--- src/rtl/irl_latch_pkg.sv ---
package irl_latch_pkg;
  localparam int unsigned LVL_W  = 4;
  localparam int unsigned GROUPS = 2;
  typedef enum logic {MODE_RETAIN = 1'b0, MODE_PASS = 1'b1} lvl_mode_e;
endpackage

--- src/rtl/irl_pin_filter.sv ---
module irl_pin_filter #(
  parameter int LVL_W = irl_latch_pkg::LVL_W
) (
  input  logic                   clk_i,
  input  logic                   rst_ni,
  input  logic [LVL_W-1:0]       pins_ni,
  input  logic                   en_i,
  input  logic [(1<<LVL_W)-1:0]  lvl_mask_i,
  output logic [LVL_W-1:0]       det_o
);
  logic [LVL_W-1:0] s1_q, s2_q, s3_q;
  logic [LVL_W-1:0] code_lvl;

  // s1/s2 synchronize, s3 is the previous sample for the stability check
  always_ff @(posedge clk_i or negedge rst_ni) begin
    if (!rst_ni) begin
      s1_q <= '1;
      s2_q <= '1;
      s3_q <= '1;
    end else begin
      s1_q <= pins_ni;
      s2_q <= s1_q;
      s3_q <= s2_q;
    end
  end

  always_comb begin
    code_lvl = ~s2_q;
    det_o    = '0;
    if ((s2_q == s3_q) && en_i && !lvl_mask_i[code_lvl]) det_o = code_lvl;
  end
endmodule

--- src/rtl/irl_group_hold.sv ---
module irl_group_hold #(
  parameter int LVL_W = irl_latch_pkg::LVL_W
) (
  input  logic             clk_i,
  input  logic             rst_ni,
  input  logic [LVL_W-1:0] det_i,
  input  logic             pass_i,
  input  logic             ack_i,
  input  logic             clr_i,
  input  logic             off_i,
  output logic [LVL_W-1:0] lvl_o
);
  logic [LVL_W-1:0] hold_q;

  always_ff @(posedge clk_i or negedge rst_ni) begin
    if (!rst_ni)                        hold_q <= '0;
    else if (pass_i || ack_i || clr_i)  hold_q <= '0;
    else if (det_i > hold_q)            hold_q <= det_i;
  end

  always_comb begin
    if (off_i)       lvl_o = '0;
    else if (pass_i) lvl_o = det_i;
    else             lvl_o = hold_q;
  end

  assert_hold_keep_R3: assert property (@(posedge clk_i) disable iff (!rst_ni)
    (!pass_i && !ack_i && !clr_i) |=> (hold_q >= $past(hold_q)));

  assert_hold_raise_R4: assert property (@(posedge clk_i) disable iff (!rst_ni)
    (!pass_i && !ack_i && !clr_i) |=> (hold_q >= $past(det_i)));

  assert_hold_release_R5: assert property (@(posedge clk_i) disable iff (!rst_ni)
    (ack_i || clr_i) |=> (hold_q == '0));

  assert_pass_no_hold_R8: assert property (@(posedge clk_i) disable iff (!rst_ni)
    (pass_i && !off_i) |-> (lvl_o == det_i));
endmodule

--- src/rtl/irl_arbiter.sv ---
module irl_arbiter #(
  parameter int GROUPS = irl_latch_pkg::GROUPS,
  parameter int LVL_W  = irl_latch_pkg::LVL_W,
  parameter int SRC_W  = (GROUPS > 1) ? $clog2(GROUPS) : 1
) (
  input  logic                        clk_i,
  input  logic                        rst_ni,
  input  logic [GROUPS-1:0][LVL_W-1:0] lvl_i,
  input  logic                        ack_i,
  input  logic                        upd_en_i,
  input  logic                        imask_ld_i,
  input  logic [LVL_W-1:0]            imask_val_i,
  output logic [LVL_W-1:0]            pend_lvl_o,
  output logic [SRC_W-1:0]            pend_src_o,
  output logic                        pend_req_o,
  output logic [LVL_W-1:0]            imask_o
);
  logic [LVL_W-1:0] imask_q;

  // strict compare: lower group index keeps a tie
  always_comb begin
    pend_lvl_o = '0;
    pend_src_o = '0;
    for (int g = 0; g < GROUPS; g++) begin
      if (lvl_i[g] > pend_lvl_o) begin
        pend_lvl_o = lvl_i[g];
        pend_src_o = SRC_W'(g);
      end
    end
  end

  assign pend_req_o = (pend_lvl_o > imask_q);
  assign imask_o    = imask_q;

  always_ff @(posedge clk_i or negedge rst_ni) begin
    if (!rst_ni)                                   imask_q <= '0;
    else if (imask_ld_i)                           imask_q <= imask_val_i;
    else if (ack_i && upd_en_i && pend_req_o)      imask_q <= pend_lvl_o;
  end

  for (genvar g = 0; g < GROUPS; g++) begin : g_chk
    assert_pick_max_R10: assert property (@(posedge clk_i) disable iff (!rst_ni)
      pend_lvl_o >= lvl_i[g]);
    assert_src_match_R10: assert property (@(posedge clk_i) disable iff (!rst_ni)
      (pend_src_o == SRC_W'(g)) |-> (lvl_i[g] == pend_lvl_o));
  end

  assert_tie_low_R10: assert property (@(posedge clk_i) disable iff (!rst_ni)
    (lvl_i[0] == pend_lvl_o) |-> (pend_src_o == '0));

  assert_req_above_R11: assert property (@(posedge clk_i) disable iff (!rst_ni)
    pend_req_o |-> (pend_lvl_o > imask_o));

  assert_req_below_R11: assert property (@(posedge clk_i) disable iff (!rst_ni)
    !pend_req_o |-> (pend_lvl_o <= imask_o));

  assert_imask_load_R12: assert property (@(posedge clk_i) disable iff (!rst_ni)
    (ack_i && upd_en_i && pend_req_o && !imask_ld_i) |=> (imask_o == $past(pend_lvl_o)));

  assert_imask_keep_R12: assert property (@(posedge clk_i) disable iff (!rst_ni)
    (!(ack_i && upd_en_i) && !imask_ld_i) |=> $stable(imask_o));
endmodule

--- src/rtl/irl_level_latch.sv ---
module irl_level_latch #(
  parameter int GROUPS = irl_latch_pkg::GROUPS,
  parameter int LVL_W  = irl_latch_pkg::LVL_W,
  parameter int NLVL   = 1 << LVL_W,
  parameter int SRC_W  = (GROUPS > 1) ? $clog2(GROUPS) : 1
) (
  input  logic                     clk_i,
  input  logic                     rst_ni,
  input  logic [GROUPS*LVL_W-1:0]  irl_pins_ni,
  input  logic                     lvl_mode_i,
  input  logic [GROUPS-1:0]        grp_irq_mode_i,
  input  logic [GROUPS-1:0]        grp_mask_i,
  input  logic [NLVL-1:0]          lvl_mask_i,
  input  logic [GROUPS-1:0]        grp_clr_i,
  input  logic                     cpu_ack_i,
  input  logic                     mask_upd_en_i,
  input  logic                     imask_ld_i,
  input  logic [LVL_W-1:0]         imask_val_i,
  output logic [LVL_W-1:0]         pend_lvl_o,
  output logic [SRC_W-1:0]         pend_src_o,
  output logic                     pend_req_o,
  output logic [LVL_W-1:0]         imask_o
);
  import irl_latch_pkg::*;

  logic                         pass;
  logic [GROUPS-1:0][LVL_W-1:0] det;
  logic [GROUPS-1:0][LVL_W-1:0] grp_lvl;

  assign pass = (lvl_mode_e'(lvl_mode_i) == MODE_PASS);

  for (genvar g = 0; g < GROUPS; g++) begin : g_grp
    irl_pin_filter #(.LVL_W(LVL_W)) u_filt (
      .clk_i      (clk_i),
      .rst_ni     (rst_ni),
      .pins_ni    (irl_pins_ni[g*LVL_W +: LVL_W]),
      .en_i       (!grp_irq_mode_i[g] && !grp_mask_i[g]),
      .lvl_mask_i (lvl_mask_i),
      .det_o      (det[g])
    );

    irl_group_hold #(.LVL_W(LVL_W)) u_hold (
      .clk_i  (clk_i),
      .rst_ni (rst_ni),
      .det_i  (det[g]),
      .pass_i (pass),
      .ack_i  (cpu_ack_i),
      .clr_i  (grp_clr_i[g]),
      .off_i  (grp_irq_mode_i[g]),
      .lvl_o  (grp_lvl[g])
    );

    assert_off_silent_R9: assert property (@(posedge clk_i) disable iff (!rst_ni)
      grp_irq_mode_i[g] |-> (grp_lvl[g] == '0));
  end

  irl_arbiter #(.GROUPS(GROUPS), .LVL_W(LVL_W), .SRC_W(SRC_W)) u_arb (
    .clk_i       (clk_i),
    .rst_ni      (rst_ni),
    .lvl_i       (grp_lvl),
    .ack_i       (cpu_ack_i),
    .upd_en_i    (mask_upd_en_i),
    .imask_ld_i  (imask_ld_i),
    .imask_val_i (imask_val_i),
    .pend_lvl_o  (pend_lvl_o),
    .pend_src_o  (pend_src_o),
    .pend_req_o  (pend_req_o),
    .imask_o     (imask_o)
  );
endmodule

--- config.mk ---
export PLATFORM = sky130hd
export DESIGN_NAME = irl_level_latch
export DESIGN_NICKNAME = d
export VERILOG_FILES = /design/src/rtl/irl_latch_pkg.sv /design/src/rtl/irl_pin_filter.sv /design/src/rtl/irl_group_hold.sv /design/src/rtl/irl_arbiter.sv /design/src/rtl/irl_level_latch.sv
export SDC_FILE = /design/constraint.sdc
export NUM_CORES = 1
export LEC_CHECK = 0
export BUFFER_PORTS_ARGS = -buffer_cell sky130_fd_sc_hd__buf_4
export CAP_MARGIN = 30
export CELL_PAD_IN_SITES_DETAIL_PLACEMENT = 0
export CELL_PAD_IN_SITES_GLOBAL_PLACEMENT = 2
export CORE_AREA = 3 3 86 88
export CTS_CLUSTER_SIZE = 8
export DETAILED_ROUTE_END_ITERATION = 8
export DIE_AREA = 0 0 89 91
export PLACE_DENSITY = 0.85
export SETUP_SLACK_MARGIN = 0.05
export SYNTH_ARGS = -nofsm -noshare
export SYNTH_HDL_FRONTEND = slang
export SYNTH_SLANG_ARGS = --single-unit
--- constraint.sdc ---
create_clock -name clk_i -period 5.74 [get_ports clk_i]
set_input_delay 0.287 -clock clk_i [delete_from_list [all_inputs] [get_ports clk_i]]
set_output_delay 0.287 -clock clk_i [all_outputs]
set_load 0.01 [all_outputs]
# Word-level counts from Yosys, hierarchy flattened
# Index checks and enable logic that the tools add are counted.
[word_totals]
register_bits = 36
in_bits = 40
out_inout_bits = 10
word_cells = 59
[classes]
n_lt_le_gt_ge = 7
eq_ne = 2
muxes = 19
bitwise_logic = 2
reduce_logical = 20
[ops]
columns = ["cell", "count"]
rows = [
  ["4-bit 2-to-1 mux", 14],
  ["4-bit > comparator", 4],
  ["4-bit by 5-bit < comparator with 1-bit output, second input constant", 2],
  ["1-bit binary-select mux with 4-bit select", 2],
  ["4-bit equality test", 2],
  ["1-bit logical AND", 8],
  ["4-bit inverter", 2],
  ["1-bit zero test", 6],
  ["2-bit nonzero test", 3],
  ["4-bit by 1-bit > comparator with 1-bit output, second input constant", 1],
  ["1-bit logical OR", 3],
  ["1-bit 2-to-1 mux", 3],
]

# Depth between registers and ports, before layout
# Gate-level depths: netlist of the first run.
[logic_depth]
depth_word = 16
ltp_mapped = 23
ltp_nobuf = 21

# Modules after synthesis
# From an unflattened synthesis of the first run, not the netlist that was laid out.
[hier_totals]
hier_cells = 203
hier_area_um2 = 2237.1
[modules_own_cells]
columns = ["mod", "n_inst", "cells_per_inst", "area_per_inst_um2", "seq_area_each_um2"]
rows = [
  ["irl_pin_filter", 2, 37, 539.3, 315.3],
  ["irl_group_hold", 2, 39, 347.8, 100.1],
  ["irl_arbiter", 1, 49, 455.4, 100.1],
  ["irl_level_latch", 1, 2, 7.5, 0.0],
]

# Worst setup path before layout of the first run
# Ideal clock, no wire load.
[synth_path]
kind = "flip-flop to flip-flop"
from = "reg g_grp[0].u_filt.s2_q[1]"
to = "reg u_arb.imask_q[1] (netlist: u_arb.imask_o[1])"
setup_time_ns = 0.129
arrival_ns = 5.406
t_required_ns = 5.611
setup_slack_ns = 0.205
stages_incl_launch_ff = 23
n_path_buf = 2
period_less_slack_ns = 5.535
path_cell_list = "dfstp_2 -> buf_6 -> mux4_2 -> mux4_2 -> or3_1 -> nor2_1 -> nand2_1 -> a21o_1 -> ha_1 -> nor2b_1 -> o211a_1 -> o21ai_0 -> clkinv_1 -> nor4b_1 -> nand2b_1 -> ha_1 -> nand4_1 -> o21ai_0 -> a21oi_1 -> and3_1 -> clkbuf_1 -> nor2b_1 -> a31oi_1"
[synth_via]
elab_chain_len = 15
word_cells_on_any_way = 19
classes_between = "3 x order compare; 1 x eq/ne; 9 x mux; 1 x bitwise; 5 x reduce/logical"
[synth_rtl]
columns = ["element", "line_no", "text"]
rows = [
  ["from (decl)", "irl_pin_filter.sv:11", "logic [LVL_W-1:0] s1_q, s2_q, s3_q;"],
  ["from (signal assigned)", "irl_pin_filter.sv:22", "s2_q <= s1_q;"],
  ["4-bit inverter", "irl_pin_filter.sv:28", "code_lvl = ~s2_q;"],
  ["1-bit binary-select mux with 4-bit select", "irl_pin_filter.sv:30", "if ((s2_q == s3_q) && en_i && !lvl_mask_i[code_lvl]) det_o = code_lvl;"],
  ["1-bit 2-to-1 mux (not written as such)", "irl_pin_filter.sv:30", ""],
  ["1-bit zero test", "irl_pin_filter.sv:30", ""],
  ["1-bit logical AND", "irl_pin_filter.sv:30", ""],
  ["4-bit 2-to-1 mux *", "irl_pin_filter.sv:30", ""],
  ["4-bit 2-to-1 mux *", "irl_group_hold.sv:23", "else if (pass_i) lvl_o = det_i;"],
  ["4-bit 2-to-1 mux *", "irl_group_hold.sv:22", "if (off_i) lvl_o = '0;"],
  ["4-bit by 1-bit > comparator with 1-bit output", "irl_arbiter.sv:25", "if (lvl_i[g] > pend_lvl_o) begin"],
  ["4-bit 2-to-1 mux *", "irl_arbiter.sv:25", ""],
  ["4-bit > comparator", "irl_arbiter.sv:25", ""],
  ["4-bit 2-to-1 mux *", "irl_arbiter.sv:25", ""],
  ["net pend_lvl_o[2]", "irl_level_latch.sv:19", "output logic [LVL_W-1:0] pend_lvl_o,"],
  ["4-bit > comparator *", "irl_arbiter.sv:32", "assign pend_req_o = (pend_lvl_o > imask_q);"],
  ["net pend_req_o", "irl_level_latch.sv:21", "output logic pend_req_o,"],
  ["1-bit logical AND *", "irl_arbiter.sv:38", "else if (ack_i && upd_en_i && pend_req_o) imask_q <= pend_lvl_o;"],
  ["2-bit nonzero test (no source line) *", "-", ""],
  ["to (signal assigned)", "irl_arbiter.sv:37", "else if (imask_ld_i) imask_q <= imask_val_i;"],
  ["to (signal assigned)", "irl_arbiter.sv:38", ""],
  ["to (decl)", "irl_arbiter.sv:18", "logic [LVL_W-1:0] imask_q;"],
]
# Mark *: on every way through the listed nets, which the timed path passes. The rest lies on a longest branch. The select of a mux whose other input is x is not followed.
# A chain may end at the register's enable or synchronous reset.

# Final worst setup path of the first run
[layout_path]
from = "reg g_grp[0].u_filt.s2_q[1]"
to = "reg u_arb.imask_q[1] (netlist: u_arb.imask_o[1])"
[layout_via]
elab_chain_len = 15
word_cells_on_any_way = 19
classes_between = "3 x order compare; 1 x eq/ne; 9 x mux; 1 x bitwise; 5 x reduce/logical"
[layout_rtl]
columns = ["element", "line_no"]
rows = [
  ["4-bit inverter", "irl_pin_filter.sv:28"],
  ["1-bit binary-select mux with 4-bit select", "irl_pin_filter.sv:30"],
  ["1-bit 2-to-1 mux (not written as such)", "irl_pin_filter.sv:30"],
  ["1-bit zero test", "irl_pin_filter.sv:30"],
  ["1-bit logical AND", "irl_pin_filter.sv:30"],
  ["4-bit 2-to-1 mux *", "irl_pin_filter.sv:30"],
  ["4-bit 2-to-1 mux *", "irl_group_hold.sv:23"],
  ["4-bit 2-to-1 mux *", "irl_group_hold.sv:22"],
  ["4-bit by 1-bit > comparator with 1-bit output", "irl_arbiter.sv:25"],
  ["4-bit 2-to-1 mux *", "irl_arbiter.sv:25"],
  ["4-bit > comparator", "irl_arbiter.sv:25"],
  ["4-bit 2-to-1 mux *", "irl_arbiter.sv:25"],
  ["4-bit > comparator", "irl_arbiter.sv:32"],
  ["1-bit logical AND", "irl_arbiter.sv:38"],
  ["2-bit nonzero test (no source line)", "-"],
]
# Mark *: on every way between the ends. The rest lies on a longest branch, timed or not. The select of a mux whose other input is x is not followed.

==> results of run 1 <==
-- per-layer routing --
metal	vias up	global-route usage	wire length, um
li1	901	-	-
met1	896	0.202	2520
met2	50	0.220	2610
met3	2	0.0281	256
met4	0	0.0298	27
met5	-	0	0
-- layout make-up --
class	count	area, sq um
clock buffer	7	96.3
sequential	36	931
timing repair buffer	54	408
multi-input combinational	160	1260
fill	680	3870
inverter	14	52.6
tap	80	100
-- cell usage in the layout (no fill, tap or decap), types with 2 or more instances in the layout --
| cell type | synthesis | routed |
|---|---|---|
| sky130_fd_sc_hd__dfrtp_1 | 12 | 12 |
| sky130_fd_sc_hd__xor2_1 | 5 | 5 |
| sky130_fd_sc_hd__mux2i_1 | 6 | 6 |
| sky130_fd_sc_hd__or3_1 | 3 | 3 |
| sky130_fd_sc_hd__o21ai_0 | 9 | 9 |
| sky130_fd_sc_hd__clkbuf_8 | 0 | 7 |
| sky130_fd_sc_hd__a21o_1 | 2 | 2 |
| sky130_fd_sc_hd__nor3_1 | 9 | 9 |
| sky130_fd_sc_hd__a21oi_1 | 4 | 4 |
| sky130_fd_sc_hd__nor2_1 | 19 | 18 |
| sky130_fd_sc_hd__o21a_1 | 4 | 4 |
| sky130_fd_sc_hd__nor2b_1 | 8 | 8 |
| sky130_fd_sc_hd__o21ai_1 | 2 | 2 |
| sky130_fd_sc_hd__buf_4 | 0 | 53 |
| sky130_fd_sc_hd__o32ai_1 | 3 | 3 |
| sky130_fd_sc_hd__nand2b_1 | 11 | 11 |
| sky130_fd_sc_hd__ha_1 | 16 | 16 |
| sky130_fd_sc_hd__inv_1 | 13 | 13 |
| sky130_fd_sc_hd__nor4_1 | 3 | 3 |
| sky130_fd_sc_hd__mux4_2 | 8 | 8 |
| sky130_fd_sc_hd__o31ai_1 | 6 | 6 |
| sky130_fd_sc_hd__o211ai_1 | 2 | 2 |
| sky130_fd_sc_hd__xnor2_1 | 3 | 3 |
| sky130_fd_sc_hd__nand4_1 | 4 | 4 |
| sky130_fd_sc_hd__dfstp_2 | 24 | 24 |
| sky130_fd_sc_hd__mux2_2 | 2 | 2 |
| sky130_fd_sc_hd__nand3_1 | 5 | 5 |
| sky130_fd_sc_hd__nand2_1 | 9 | 9 |
-- worst max-delay path: cells and delay by family, from the launching register on --
kind	cells	cell delay [ns]
AND/OR/NAND/NOR	8	1.48
AO/OA/AOI/OAI	8	1.46
multiplexers	2	1.01
flip-flops	1	0.62
adder cells (fa/ha/maj)	2	0.53
buffers and inverters	1	0.13
-- registers in the layout (all words and copies together), names as in the netlist --
signal and count:
g_grp.u_filt.s1_q 8, g_grp.u_filt.s2_q 8, g_grp.u_filt.s3_q 8, g_grp.u_hold.hold_q 8, u_arb.imask_o 4
-- worst max path at each step --
stage / startpoint / endpoint / slack (ns) / cells after the start
final: g_grp[0].u_filt.s2_q[1] / u_arb.imask_o[1] / 0.39 / 21
after global routing: g_grp[0].u_filt.s2_q[1] / u_arb.imask_o[1] / 0.06 / 21
after CTS: g_grp[0].u_filt.s2_q[1] / u_arb.imask_o[0] / 0.09 / 21
after detailed placement: g_grp[0].u_filt.s2_q[1] / u_arb.imask_o[0] / 0.11 / 21
after global placement: g_grp[0].u_filt.s2_q[1] / u_arb.imask_o[1] / 0.26 / 20
after floorplan: g_grp[0].u_filt.s2_q[1] / u_arb.imask_o[1] / 0.20 / 22
-- metrics by stage --
stage	instance area [sq um]	util
2_1_floorplan	2280	-
3_3_place_gp	2720	0.405
3_5_place_dp	2720	0.405
4_1_cts	2830	0.421
5_1_grt	2850	0.424
6_report	2850	0.424
-- report_power, final --
part | leakage (nW) | switching [mW] | total (mW) | internal, mW
logic | 0.755 | 0.0353 | 0.0816 | 0.0462
registers | 0.410 | 0.0125 | 0.285 | 0.272
clock network | 0.0503 | 0.0864 | 0.193 | 0.107
-- cell families after synthesis --
logic type               synth area share
multiplexers                        0.115
flip-flops                          0.408
XOR/XNOR                           0.0307
adder cells (fa/ha/maj)            0.0877
AND/OR/NAND/NOR                     0.180
buffers and inverters              0.0444
AO/OA/AOI/OAI                       0.134
-- what timing repair did --
item / in CTS / in global routing
endpoints found under the hold margin: 12 / 0
hold buffers: 1 / 0
setup buffers: 0 / 1
endpoints found under the setup margin: 0 / 5
gates resized for setup: 0 / 4
==> flow_metrics.env, run 1 <==
export IMPL_grt_total_usage=0.141
export IMPL_power_density_nw_per_um2=197
export IMPL_rows=30
export IMPL_clock_skew_ns=0.00932
export IMPL_p_leak_nw=1.22
export IMPL_post_synth_instance_area_sq_um=2280
export IMPL_vias_in_the_first_global_route=1881
export IMPL_synth_most_common_cell="sky130_fd_sc_hd__dfstp_2"
export IMPL_yosys_top_cells_count="sky130_fd_sc_hd__dfstp_2 (24), sky130_fd_sc_hd__nor2_1 (19), sky130_fd_sc_hd__ha_1 (16), sky130_fd_sc_hd__inv_1 (13), sky130_fd_sc_hd__dfrtp_1 (12)"
export IMPL_maxSlewHeadroom=0.611
export IMPL_pin_count_of_the_biggest_net_entering_global_routing=37
export IMPL_synth_top_cells_by_area="sky130_fd_sc_hd__dfstp_2 (28%), sky130_fd_sc_hd__dfrtp_1 (13%), sky130_fd_sc_hd__ha_1 (8.8%), sky130_fd_sc_hd__mux4_2 (7.9%), sky130_fd_sc_hd__nor2_1 (3.1%)"
export IMPL_post_route_min_period_ns=5.35
export IMPL_final_setup_violations=0
export IMPL_finish_cell_count_without_fillers=351
export IMPL_floorplan_io_pins=50
export IMPL_dieWidth_um=89
export IMPL_worst_setup_path_type="flop to flop"
export IMPL_max_cap_violations=0
export IMPL_holdCritStartpoint="irl_pins_ni[4]"
export IMPL_die_height_um=91
export IMPL_netlist_instances=221
export IMPL_yosysWarningCount=0
export IMPL_fmaxAchievable_mhz=187
export IMPL_hold_path_class="primary input to flop"
export IMPL_grt_antenna_before_repair=0
export IMPL_leading_area_contributor_after_synthesis="sky130_fd_sc_hd__dfstp_2"
export IMPL_ff2ff_setup_slack_ns=0.39
export IMPL_hpwlAfterDp_um=4270
export IMPL_via_count=1849
export IMPL_worstReg2RegEnd="u_arb.imask_o[1]"
export IMPL_max_slew_violation_count=0
export IMPL_holdPathEnd="g_grp[1].u_filt.s1_q[0]"
export IMPL_synth_edff_count=0
export IMPL_ys_flop_type="sky130_fd_sc_hd__dfstp_2"
export IMPL_detail_route_drc_violations=0
export IMPL_finalPower_uw=560
export IMPL_place_worst_setup_slack_ns=0.112
export IMPL_syn_avg_cell_area_sq_um=10.3
export IMPL_timing_critical_path_cells="mux4_2 > mux4_2 > or3_1 > nor2_2 > nand2_1 > a21o_1 > ha_1 > nor2b_1 > o211a_1 > o21ai_0 > inv_2 > o32ai_1 > a21oi_1 > nand2b_1 > ha_1 > nand4_1 > o21ai_0 > a21oi_1 > and3_2 > nor2b_1 > a31oi_1"
export IMPL_root_buffer="sky130_fd_sc_hd__clkbuf_8"
export IMPL_final_min_period_over_clock_period=0.932
export IMPL_synthToLayoutAreaGrowth_pct=24.7
export IMPL_cts_max_level=2
export IMPL_post_place_cells=342
export IMPL_final_critical_path_setup_slack_ns=0.389
export IMPL_globalRoute_totalOverflow=0
export IMPL_gpl_final_weighted_congestion=0.892
export IMPL_finalHoldViolations=0
export IMPL_drive_gt1_frac=0.380
export IMPL_ant_nets=0
export IMPL_worst_ep_arrival_ns=5.52
export IMPL_timing_critical_path_to_type="flop"
export IMPL_drtIter0Drc=87
export IMPL_timing_critical_path_from_type="flop"
export IMPL_worstPathMaxFanout=8
export IMPL_start_util=0.340
export IMPL_hold_path_cell_count=1
export IMPL_route_final_wire_length_um=5420
export IMPL_die_area_sq_um=8100
export IMPL_critical_path_slowest_cell="sky130_fd_sc_hd__dfstp_2"
export IMPL_finalHoldWorstSlack_ns=0.114
export IMPL_antenna_cells_inserted=0
export IMPL_seq_area_frac_synth=0.408
export IMPL_synth_seq_cells=36
export IMPL_netlist_cell_type_count=45
export IMPL_worst_path_largest_cell_delay_ns=0.62
export IMPL_detail_route_first_pass_iterations=4
export IMPL_mappedNetlistNets=277
export IMPL_grt_first_pass_wirelength_um=8960
export IMPL_coreArea_sq_um=6720
export IMPL_post_drt_via_cell_ratio=5.27
export IMPL_place_port_buffers=49
export IMPL_numClockSinks=36
export IMPL_worst_r2r_cell_count=21
export IMPL_power_ir_vdd_worst_mv=0.118
export IMPL_clock_buffer_count_from_cts=5
export IMPL_critical_path_reg2reg_startpoint="g_grp[0].u_filt.s2_q[1]"
export IMPL_max_clock_path_buffers=2
export IMPL_clock_tree_from_tritoncts="done"
export IMPL_critical_path_required_ns=5.91
export IMPL_setup_repair_after_global_routing_missed_its_margin="no"
export IMPL_clk_transition_reported_paths_ns=0.08
export IMPL_worstMarginPinSlew_ns=0.579
export IMPL_outcome="complete, no violations"
export IMPL_fin_setup_tns_ns=0
export IMPL_asyncSetResetFlopFracSynth=1.00
export IMPL_route_detailed_wl_per_inst_um=15.4
export IMPL_nets=327
export IMPL_clk_insertion_delay_late_ns=0.28
export IMPL_netlist_area_leader_share=0.276
(Power assumes the default switching activity.)
==> run 2, diff against run 1 <==
==> constraint.sdc (replaced) <==
create_clock -name clk_i -period 5.74 [get_ports clk_i]
set_input_delay 0.861 -clock clk_i [delete_from_list [all_inputs] [get_ports clk_i]]
set_output_delay 0.861 -clock clk_i [all_outputs]
set_load 0.01 [all_outputs]
==> run 2 against run 1 <==
Clock skew down 0.0016 ns. Critical path depth unchanged. Sequential cell count unchanged. Sequential share of layout area down 2.5 points. Global-route usage up 0.75 points. Hold slack better by 0.24 ns. First-iteration DRC count up 26%. Fmax down 4.7%. Non-clock buffer count up 17.
==> flow_metrics.env, run 2 (synthesis gave the netlist of run 1 again) <==
export IMPL_cts_max_level=2
export IMPL_detail_route_first_pass_iterations=4
export IMPL_antenna_cells_inserted=0
export IMPL_die_area_sq_um=8100
export IMPL_vias_in_the_first_global_route=1983
export IMPL_die_height_um=91
export IMPL_path_common_cell="sky130_fd_sc_hd__buf_4"
export IMPL_place_port_buffers=49
export IMPL_non_filler_cell_area_final_sq_um=3080
export IMPL_clock_buffer_count_from_cts=5
export IMPL_grt_total_usage=0.149
export IMPL_fmaxAchievable_mhz=178
export IMPL_final_min_period_over_clock_period=0.978
export IMPL_worst_setup_path_type="primary input to primary output"
export IMPL_dieWidth_um=89
export IMPL_place_area_sq_um=2820
export IMPL_drive_gt1_frac=0.478
export IMPL_cts_hold_buffers=0
export IMPL_power_ir_vdd_worst_mv=0.116
export IMPL_nets=344
export IMPL_final_common_cell="sky130_fd_sc_hd__buf_4"
export IMPL_worstPathMaxFanout=6
export IMPL_hold_path_class="flop to flop"
export IMPL_clk_insertion_delay_late_ns=0.30
export IMPL_synthToLayoutAreaGrowth_pct=34.9
export IMPL_floorplan_io_pins=50
export IMPL_maxSlewHeadroom=0.623
export IMPL_pin_count_of_the_biggest_net_entering_global_routing=37
export IMPL_worstMarginPinSlew_ns=0.551
export IMPL_most_common_layout_cells="sky130_fd_sc_hd__buf_4 (69), sky130_fd_sc_hd__dfstp_2 (24), sky130_fd_sc_hd__nor2_1 (17)"
export IMPL_worstReg2RegEnd="u_arb.imask_o[1]"
export IMPL_ff2ff_setup_slack_ns=0.52
export IMPL_hpwlAfterDp_um=4300
export IMPL_gpl_final_weighted_congestion=0.857
export IMPL_via_count=1923
export IMPL_root_buffer="sky130_fd_sc_hd__clkbuf_8"
export IMPL_critical_path_reg2reg_startpoint="g_grp[0].u_filt.s2_q[1]"
export IMPL_coreArea_sq_um=6720
export IMPL_max_cap_violations=0
export IMPL_route_final_wire_length_um=5670
export IMPL_globalRoute_totalOverflow=0
export IMPL_post_place_cells=354
export IMPL_power_density_nw_per_um2=180
export IMPL_worst_setup_path_startpoint="lvl_mask_i[8]"
export IMPL_drtIter0Drc=110
export IMPL_post_drt_via_cell_ratio=5.21
export IMPL_detail_route_drc_violations=0
export IMPL_critical_path_slowest_cell="sky130_fd_sc_hd__mux4_2"
export IMPL_worst_r2r_cell_count=23
export IMPL_start_util=0.340
export IMPL_crit_end="pend_req_o"
export IMPL_clk_transition_reported_paths_ns=0.08
export IMPL_rows=30
export IMPL_ant_nets=0
export IMPL_worst_path_largest_cell_delay_ns=0.48
export IMPL_clock_skew_ns=0.00774
export IMPL_max_slew_violation_count=0
export IMPL_post_route_min_period_ns=5.61
export IMPL_timing_critical_path_to_type="primary output"
export IMPL_timing_critical_path_from_type="primary input"
export IMPL_max_clock_path_buffers=2
export IMPL_finalHoldViolations=0
export IMPL_final_critical_path_setup_slack_ns=0.128
export IMPL_worst_ep_arrival_ns=4.75
export IMPL_finish_cell_count_without_fillers=369
export IMPL_place_worst_setup_slack_ns=-0.0817
export IMPL_numClockSinks=36
export IMPL_critical_path_required_ns=4.88
export IMPL_clock_tree_from_tritoncts="done"
export IMPL_final_setup_violations=0
export IMPL_route_detailed_wl_per_inst_um=15.4
export IMPL_p_leak_nw=1.31
export IMPL_setup_repair_after_global_routing_missed_its_margin="yes"
export IMPL_finalHoldWorstSlack_ns=0.349
export IMPL_outcome="complete, no violations"
export IMPL_grt_first_pass_wirelength_um=9430
export IMPL_grt_antenna_before_repair=0
export IMPL_timing_critical_path_cells="buf_4 > mux4_2 > mux4_2 > or3_4 > buf_4 > nor2_2 > nand2_1 > a21oi_2 > ha_1 > nor2b_1 > o211a_1 > o21ai_2 > inv_4 > nor4_2 > nor2_1 > nand2_1 > ha_1 > nor2b_1 > o21ai_1 > a21oi_2 > buf_4"
[run 2: area by class of cell]
cell class / count / area, sq um
fillers: 646 / 3640
multi-input cells: 160 / 1360
flip-flops and latches: 36 / 931
repair buffers: 71 / 541
well taps: 80 / 100
clock buffers: 5 / 68.8
inverters: 14 / 55.1
clock inverters: 3 / 18.8
[run 2: worst min-delay path by stage]
stage | cells after the start | start | to
after floorplan | 0 | g_grp[0].u_filt.s1_q[0] | g_grp[0].u_filt.s2_q[0]
after global placement | 0 | g_grp[1].u_filt.s1_q[1] | g_grp[1].u_filt.s2_q[1]
final | 0 | g_grp[0].u_filt.s1_q[2] | g_grp[0].u_filt.s2_q[2]
after detailed placement | 0 | g_grp[0].u_filt.s1_q[0] | g_grp[0].u_filt.s2_q[0]
after CTS | 0 | g_grp[0].u_filt.s1_q[2] | g_grp[0].u_filt.s2_q[2]
after global routing | 0 | g_grp[0].u_filt.s1_q[2] | g_grp[0].u_filt.s2_q[2]
[run 2: layer usage]
metal | track usage | up-vias | share of wire
met5 | 0 | - | 0
li1 | - | 943 | -
met1 | 0.199 | 924 | 0.45
met2 | 0.237 | 46 | 0.48
met3 | 0.0354 | 10 | 0.047
met4 | 0.0447 | 0 | 0.017
[run 2: power breakdown]
part / internal (mW) / switching, mW
logic: 0.0497 / 0.0389
clock network: 0.0845 / 0.0957
registers: 0.272 / 0.0130
[run 2: worst max-delay path: cells and delay by family]
kind                       cells  cell delay [ns]
AOI/OAI and AO/OA              5             0.84
buffers and inverters          4             0.49
muxes                          2             0.95
and+or+nand+nor                8             1.20
adders and majority gates      2             0.40
[run 2: timing repair]
action,CTS,global route
endpoints found under the setup margin,1,1
buffers inserted,0,7
gates resized for setup,10,17
pin swaps,4,12
[run 2: per-stage QoR]
stage	total power [mW]	util	TNS [ns]
2_1_floorplan	0.328	-	0
3_3_place_gp	0.370	0.419	-0.0736
3_5_place_dp	0.372	0.419	-0.0817
4_1_cts	0.556	0.439	0
5_1_grt	0.584	0.458	-0.118
6_report	0.554	0.458	0
